===== src/rtl/sndg_pkg.sv =====
package sndg_pkg;
    localparam int ADDR_W    = 16;
    localparam int DATA_W    = 8;
    localparam int BANK_BITS = 3;
    localparam int BANK_LSB  = 3;
    localparam int BANK_SHIFT = 17;
    localparam int BASE_W    = BANK_SHIFT + BANK_BITS;

    localparam logic [ADDR_W-1:0] RAM_TOP   = 16'h07FF;
    localparam logic [ADDR_W-1:0] FM_ADDR   = 16'h1000;
    localparam logic [ADDR_W-1:0] SPCTL_ADR = 16'h3000;
    localparam logic [ADDR_W-1:0] BUSY_ADR  = 16'h4000;
    localparam logic [ADDR_W-1:0] QUIET_ADR = 16'h5000;
    localparam logic [ADDR_W-1:0] CMD_ADR   = 16'h6000;

    typedef enum logic [2:0] {
        RG_NONE, RG_RAM, RG_FM, RG_SPCTL, RG_BUSY, RG_QUIET, RG_CMD, RG_ROM
    } region_e;

    typedef struct packed {
        logic ram;
        logic fm;
        logic rom;
    } csel_t;

    function automatic region_e map_addr(input logic [ADDR_W-1:0] a);
        region_e r;
        if (a[ADDR_W-1])                 r = RG_ROM;
        else if (a <= RAM_TOP)           r = RG_RAM;
        else if (a[ADDR_W-1:1] == FM_ADDR[ADDR_W-1:1]) r = RG_FM;
        else if (a == SPCTL_ADR)         r = RG_SPCTL;
        else if (a == BUSY_ADR)          r = RG_BUSY;
        else if (a == QUIET_ADR)         r = RG_QUIET;
        else if (a == CMD_ADR)           r = RG_CMD;
        else                             r = RG_NONE;
        return r;
    endfunction
endpackage


===== src/rtl/sndg_decode.sv =====
module sndg_decode
    import sndg_pkg::*;
(
    input  logic [ADDR_W-1:0] addr,
    input  logic              rd,
    input  logic              wr,
    output csel_t             sel,
    output logic              spctl_wr,
    output logic              cmd_rd,
    output logic              busy_rd
);
    region_e rg;
    logic    acc;

    always_comb begin
        rg       = map_addr(addr);
        acc      = rd | wr;
        sel.ram  = acc && (rg == RG_RAM);
        sel.fm   = acc && (rg == RG_FM);
        sel.rom  = acc && (rg == RG_ROM);
        spctl_wr = wr && (rg == RG_SPCTL);
        cmd_rd   = rd && (rg == RG_CMD);
        busy_rd  = rd && (rg == RG_BUSY);
    end

    // region selects are mutually exclusive
    always_comb begin
        a_r8_sel_onehot: assert ($onehot0({sel.ram, sel.fm, sel.rom, cmd_rd, busy_rd}));
    end
endmodule


===== src/rtl/sndg_cmd_latch.sv =====
module sndg_cmd_latch
    import sndg_pkg::*;
(
    input  logic              clk,
    input  logic              rst,
    input  logic              host_we,
    input  logic [DATA_W-1:0] host_data,
    input  logic              ack,
    output logic [DATA_W-1:0] held,
    output logic              irq
);
    always_ff @(posedge clk) begin
        if (rst) begin
            held <= '0;
            irq  <= 1'b0;
        end else if (host_we) begin
            held <= host_data;
            irq  <= 1'b1;
        end else if (ack) begin
            irq  <= 1'b0;
        end
    end

    a_r2_irq_raise: assert property (@(posedge clk) disable iff (rst)
        host_we |=> irq);
    a_r2_latch_load: assert property (@(posedge clk) disable iff (rst)
        host_we |=> held == $past(host_data));
    a_r3_irq_clear: assert property (@(posedge clk) disable iff (rst)
        (ack && !host_we) |=> !irq);
    a_r9_irq_hold: assert property (@(posedge clk) disable iff (rst)
        (!ack && !host_we) |=> $stable(irq) && $stable(held));
endmodule


===== src/rtl/sndg_spch_ctrl.sv =====
module sndg_spch_ctrl
    import sndg_pkg::*;
(
    input  logic                 clk,
    input  logic                 rst,
    input  logic                 ctl_we,
    input  logic [DATA_W-1:0]    ctl_data,
    input  logic                 bank_we,
    input  logic [DATA_W-1:0]    bank_data,
    output logic                 spch_rst,
    output logic                 spch_go,
    output logic [BANK_BITS-1:0] bank
);
    always_ff @(posedge clk) begin
        if (rst) begin
            spch_rst <= 1'b0;
            spch_go  <= 1'b0;
        end else if (ctl_we) begin
            spch_rst <= ctl_data[0];
            spch_go  <= ctl_data[1];
        end
    end

    always_ff @(posedge clk) begin
        if (rst)          bank <= '0;
        else if (bank_we) bank <= bank_data[BANK_LSB +: BANK_BITS];
    end

    a_r5_ctl_load: assert property (@(posedge clk) disable iff (rst)
        ctl_we |=> (spch_rst == $past(ctl_data[0])) && (spch_go == $past(ctl_data[1])));
    a_r9_ctl_hold: assert property (@(posedge clk) disable iff (rst)
        !ctl_we |=> $stable(spch_rst) && $stable(spch_go));
    a_r7_bank_hold: assert property (@(posedge clk) disable iff (rst)
        !bank_we |=> $stable(bank));
endmodule


===== src/rtl/snd_glue_top.sv =====
module snd_glue_top
    import sndg_pkg::*;
(
    input  logic              clk,
    input  logic              rst,
    input  logic              main_cmd_we,
    input  logic [DATA_W-1:0] main_cmd_data,
    input  logic [ADDR_W-1:0] snd_addr,
    input  logic              snd_rd,
    input  logic              snd_wr,
    input  logic [DATA_W-1:0] snd_wdata,
    input  logic              fm_portb_we,
    input  logic [DATA_W-1:0] fm_portb_data,
    input  logic              spch_busy,
    output logic              snd_irq,
    output logic [DATA_W-1:0] snd_rdata,
    output logic              rd_own,
    output logic              sel_ram,
    output logic              sel_fm,
    output logic              fm_a0,
    output logic              sel_rom,
    output logic              spch_rst,
    output logic              spch_go,
    output logic [BASE_W-1:0] bank_base
);
    csel_t                sel;
    logic                 spctl_wr, cmd_rd, busy_rd;
    logic [DATA_W-1:0]    mbox;
    logic [BANK_BITS-1:0] bank;

    sndg_decode u_dec (
        .addr(snd_addr), .rd(snd_rd), .wr(snd_wr),
        .sel(sel), .spctl_wr(spctl_wr), .cmd_rd(cmd_rd), .busy_rd(busy_rd)
    );

    sndg_cmd_latch u_mbox (
        .clk(clk), .rst(rst),
        .host_we(main_cmd_we), .host_data(main_cmd_data),
        .ack(cmd_rd), .held(mbox), .irq(snd_irq)
    );

    sndg_spch_ctrl u_spch (
        .clk(clk), .rst(rst),
        .ctl_we(spctl_wr), .ctl_data(snd_wdata),
        .bank_we(fm_portb_we), .bank_data(fm_portb_data),
        .spch_rst(spch_rst), .spch_go(spch_go), .bank(bank)
    );

    always_comb begin
        sel_ram   = sel.ram;
        sel_fm    = sel.fm;
        sel_rom   = sel.rom;
        fm_a0     = snd_addr[0];
        rd_own    = cmd_rd | busy_rd;
        bank_base = {bank, {BANK_SHIFT{1'b0}}};
        if (cmd_rd)       snd_rdata = mbox;
        else if (busy_rd) snd_rdata = {{(DATA_W-1){1'b1}}, spch_busy};
        else              snd_rdata = '1;
    end

    // idle bus reads back all ones
    always_comb begin
        a_r10_idle_ones: assert (rd_own || snd_rdata == '1);
    end
    // a write racing a read keeps the request
    a_r4_race_keeps_irq: assert property (@(posedge clk) disable iff (rst)
        (main_cmd_we && cmd_rd) |=> snd_irq);
endmodule


===== config.mk =====
export PLATFORM = sky130hd
export DESIGN_NAME = snd_glue_top
export DESIGN_NICKNAME = d
export VERILOG_FILES = /design/src/rtl/sndg_pkg.sv /design/src/rtl/sndg_decode.sv /design/src/rtl/sndg_cmd_latch.sv /design/src/rtl/sndg_spch_ctrl.sv /design/src/rtl/snd_glue_top.sv
export SDC_FILE = /design/constraint.sdc
export NUM_CORES = 1
export LEC_CHECK = 0
export BUFFER_PORTS_ARGS = -buffer_cell sky130_fd_sc_hd__buf_2
export CAP_MARGIN = 10
export CELL_PAD_IN_SITES_DETAIL_PLACEMENT = 2
export CELL_PAD_IN_SITES_GLOBAL_PLACEMENT = 2
export CORE_ASPECT_RATIO = 0.6
export CORE_UTILIZATION = 18
export DETAILED_ROUTE_END_ITERATION = 6
export PLACE_DENSITY_LB_ADDON = 0.1
export RECOVER_POWER = 50
export SLEW_MARGIN = 20
export SYNTH_ARGS = -nofsm -noshare
export SYNTH_HDL_FRONTEND = slang
export SYNTH_SLANG_ARGS = --single-unit

===== constraint.sdc =====
create_clock -name clk -period 3.51 [get_ports clk]
set_input_delay 0.5265 -clock clk [delete_from_list [all_inputs] [get_ports clk]]
set_output_delay 0.5265 -clock clk [all_outputs]
set_load 0.03 [all_outputs]

==> summary.txt <==
Detailed routing
  – Post-route ant nets: 0
  – Pre-antenna DRT Iters: 3
  – DRT Wirelength: 2563 um
  – WL per Instance: 12.20 um
  – Via count: 824
  – DRT iter0 DRCs: 6
  – Average vias per placed instance: 3.924
  – Remaining DRCs: 0

Timing
  – Pins Over Slew Limit: 0
  – Final setup viols: 0
  – Final Cycle Share: 0.7359
  – Final WS setup: 0.9271 ns
  – Final setup TNS: 0 ns
  – Post-Route Skew: 0 ns
  – Final number of hold-violating endpoints: 0
  – Final worst path period need: 2.583 ns
  – Fmax: 0.3872 GHz
  – Slew headroom: 0.5604
  – Unrepaired setup endpoints after global routing: false
  – Slew @ Worst Pin: 0.6594 ns

Worst setup path
  – Worst path required time: 2.98 ns
  – CP Cell Sequence: buf_2 > nor4_2 > nand3_1 > or3_1 > buf_2
  – Max stage delay on crit path: 0.49 ns
  – Worst-path fanout max: 12
  – Slowest stage cell, crit path: or3_1
  – Setup crit end kind: primary output
  – Data arrival, critical path: 2.06 ns
  – Kind of critical path: input pin to primary output
  – Worst setup SP type: input pin
  – Most used cell, CP: buf_2

Run
  – Max-Cap Viols: 0

Global route
  – Vias in the first global route: 800
  – First-pass GRT wire length: 3746 um
  – Largest net degree at the start of global routing: 15
  – Total Routing Usage GR: 0.1010
  – Overflow after GRT: 0
  – Initial antenna violation count: 0

Worst hold path
  – Worst min path class: flop to flop

Clocking
  – CTS Buffer Depth: 2
  – Post-CTS setup buffer count: 0
  – Reg clk slew, reported paths: 0.06 ns
  – CTS H-Tree Depth: 1
  – Resized Gates After CTS: 0
  – CTS tree: yes
  – Worst-Skew Late Latency: 0.24 ns
  – Post-CTS Hold Fix Bufs: 0
  – Root buffer cell: clkbuf_8
  – Clock tree sinks: 14
  – Cts bufs inserted: 3

Floorplan
  – Site Rows: 18
  – Initial Utilization: 0.1969
  – Die area: 0.004993 sq mm
  – Die X-Extent: 90.56 um
  – Core ar.: 0.004302 sq mm
  – # IOs: 83
  – Chip Height: 55.14 um

Synthesis
  – Netlist cell types: 24
  – FFs w/ async S/R, synth: 0
  – EDFF count, synth: 0
  – Post-synthesis sequential area ratio: 0.3309
  – Synth Warn #: 0
  – Synthesized instance count: 97
  – Synthesized cell area: 847.1 sq um
  – Primary FF master, synth: dfxtp_1
  – Count of state elements after synthesis: 14
  – Mapped Avg Cell Area: 8.733 sq um

Finish
  – Final antenna diode count: 0
  – Layout area overhead: 35.01%
  – Final net count: 198
  – Layout cells sized above 1: 0.3800

Power
  – Peak VDD IR: 0.1349 mV
  – PwrDens: 362.4 mW/mm^2
  – Leak pwr: 0.5204 nW

Place
  – Placed wire-length estimate: 2179 um
  – Port Buffers: 54
  – Final GP Congestion: 0.6303
  – Worst slack at placement: 0.8766 ns

Outcome
  – Status: complete, no violations
==> critical path, delay by kind of cell <==
family | cells | cell delay (ns)
simple gates | 3 | 1.22
buf+inv | 2 | 0.31
==> cells by family after synthesis <==
group | after synthesis | synth area share
muxes | 12 | 0.1418
other | 1 | 0.004427
DFF | 14 | 0.3309
buffers and inverters | 22 | 0.1876
AOI/OAI and AO/OA | 8 | 0.05170
and+or+nand+nor | 40 | 0.2836
==> worst paths after layout <==
check | from | endpoint | slack (ns) | depth (start not counted)
max | snd_addr[15] | snd_rdata[2] | 0.93 | 5
min | u_spch.spch_go$_SDFFE_PP0P_ | u_spch.spch_go$_SDFFE_PP0P_ | 0.47 | 2
max reg2reg | u_spch.spch_rst$_SDFFE_PP0P_ | u_spch.spch_rst$_SDFFE_PP0P_ | 2.85 | 2
min reg2reg | u_spch.spch_go$_SDFFE_PP0P_ | u_spch.spch_go$_SDFFE_PP0P_ | 0.47 | 2
==> report_power, final <==
| group | internal, mW | switching [mW] | leakage, nW |
|---|---|---|---|
| sequential | 0.167 | 0.00369 | 0.115 |
| clock | 0.0992 | 0.0565 | 0.0288 |
| combinational | 0.0279 | 0.0598 | 0.376 |
==> placed cells by master (no fill, tap or decap), drive strengths merged, types with 2 or more instances in the layout <==
cell type and count:
a21oi 4, buf 47, clkbuf 11, conb 17
dfxtp 14, mux2i 12, nand2 3, nand2b 2
nand3 3, nor2 12, nor2b 2, nor3 3
nor4 4, o21ai 3, or3 8
==> per-layer routing <==
layer,up-vias,global-route usage,part of all wire,routed length [um]
li1,407,-,-,-
met1,381,0.1263,0.47,1196
met2,34,0.1705,0.46,1188
met3,2,0.03142,0.062,158
met4,0,0.03226,0.0074,19
met5,-,0,0,0
==> synth_stat cells (2+ instances only) <==
cell type  instances  area, sq um
nand3_1            3        15.01
nand2_1            3        11.26
dfxtp_1           14        280.3
or3_1              8        50.05
nor4_2             4        50.05
mux2i_1           12        120.1
a21oi_1            4        20.02
nor2b_1            2        12.51
nand2b_1           2        12.51
buf_4             18        135.1
nor2_1            12        45.04
nor3_1             2        10.01
o21ai_0            2        10.01
==> stage by stage <==
stage / cells / utilization / total power, mW / cell area (sq um) / hold WS [ns]
2_1_floorplan: 113 / - / 0.2444 / 907.1 / 0.4532
3_3_place_gp: 206 / 0.2551 / 0.2614 / 1097 / 0.4611
3_5_place_dp: 206 / 0.2551 / 0.2643 / 1097 / 0.4761
4_1_cts: 210 / 0.2679 / 0.4232 / 1152 / 0.4831
5_1_grt: 210 / 0.2659 / 0.4414 / 1144 / 0.5152
6_report: 210 / 0.2659 / 0.4144 / 1144 / 0.4730
==> final cells by class <==
class / count / area (sq um)
timing repair buffer: 54 / 261.5
sequential: 14 / 280.3
inverter: 1 / 3.754
tap: 60 / 75.07
clock buffer: 4 / 55.05
fill: 533 / 3158
multi-input combinational: 77 / 467.9
==> registers in the layout (all words and copies together), names as in the netlist <==
| name | flops |
|---|---|
| u_spch.spch_rst | 1 |
| u_spch.bank | 3 |
| u_spch.spch_go | 1 |
| u_mbox.irq | 1 |
| u_mbox.held | 8 |
(Power assumes the default switching activity.)
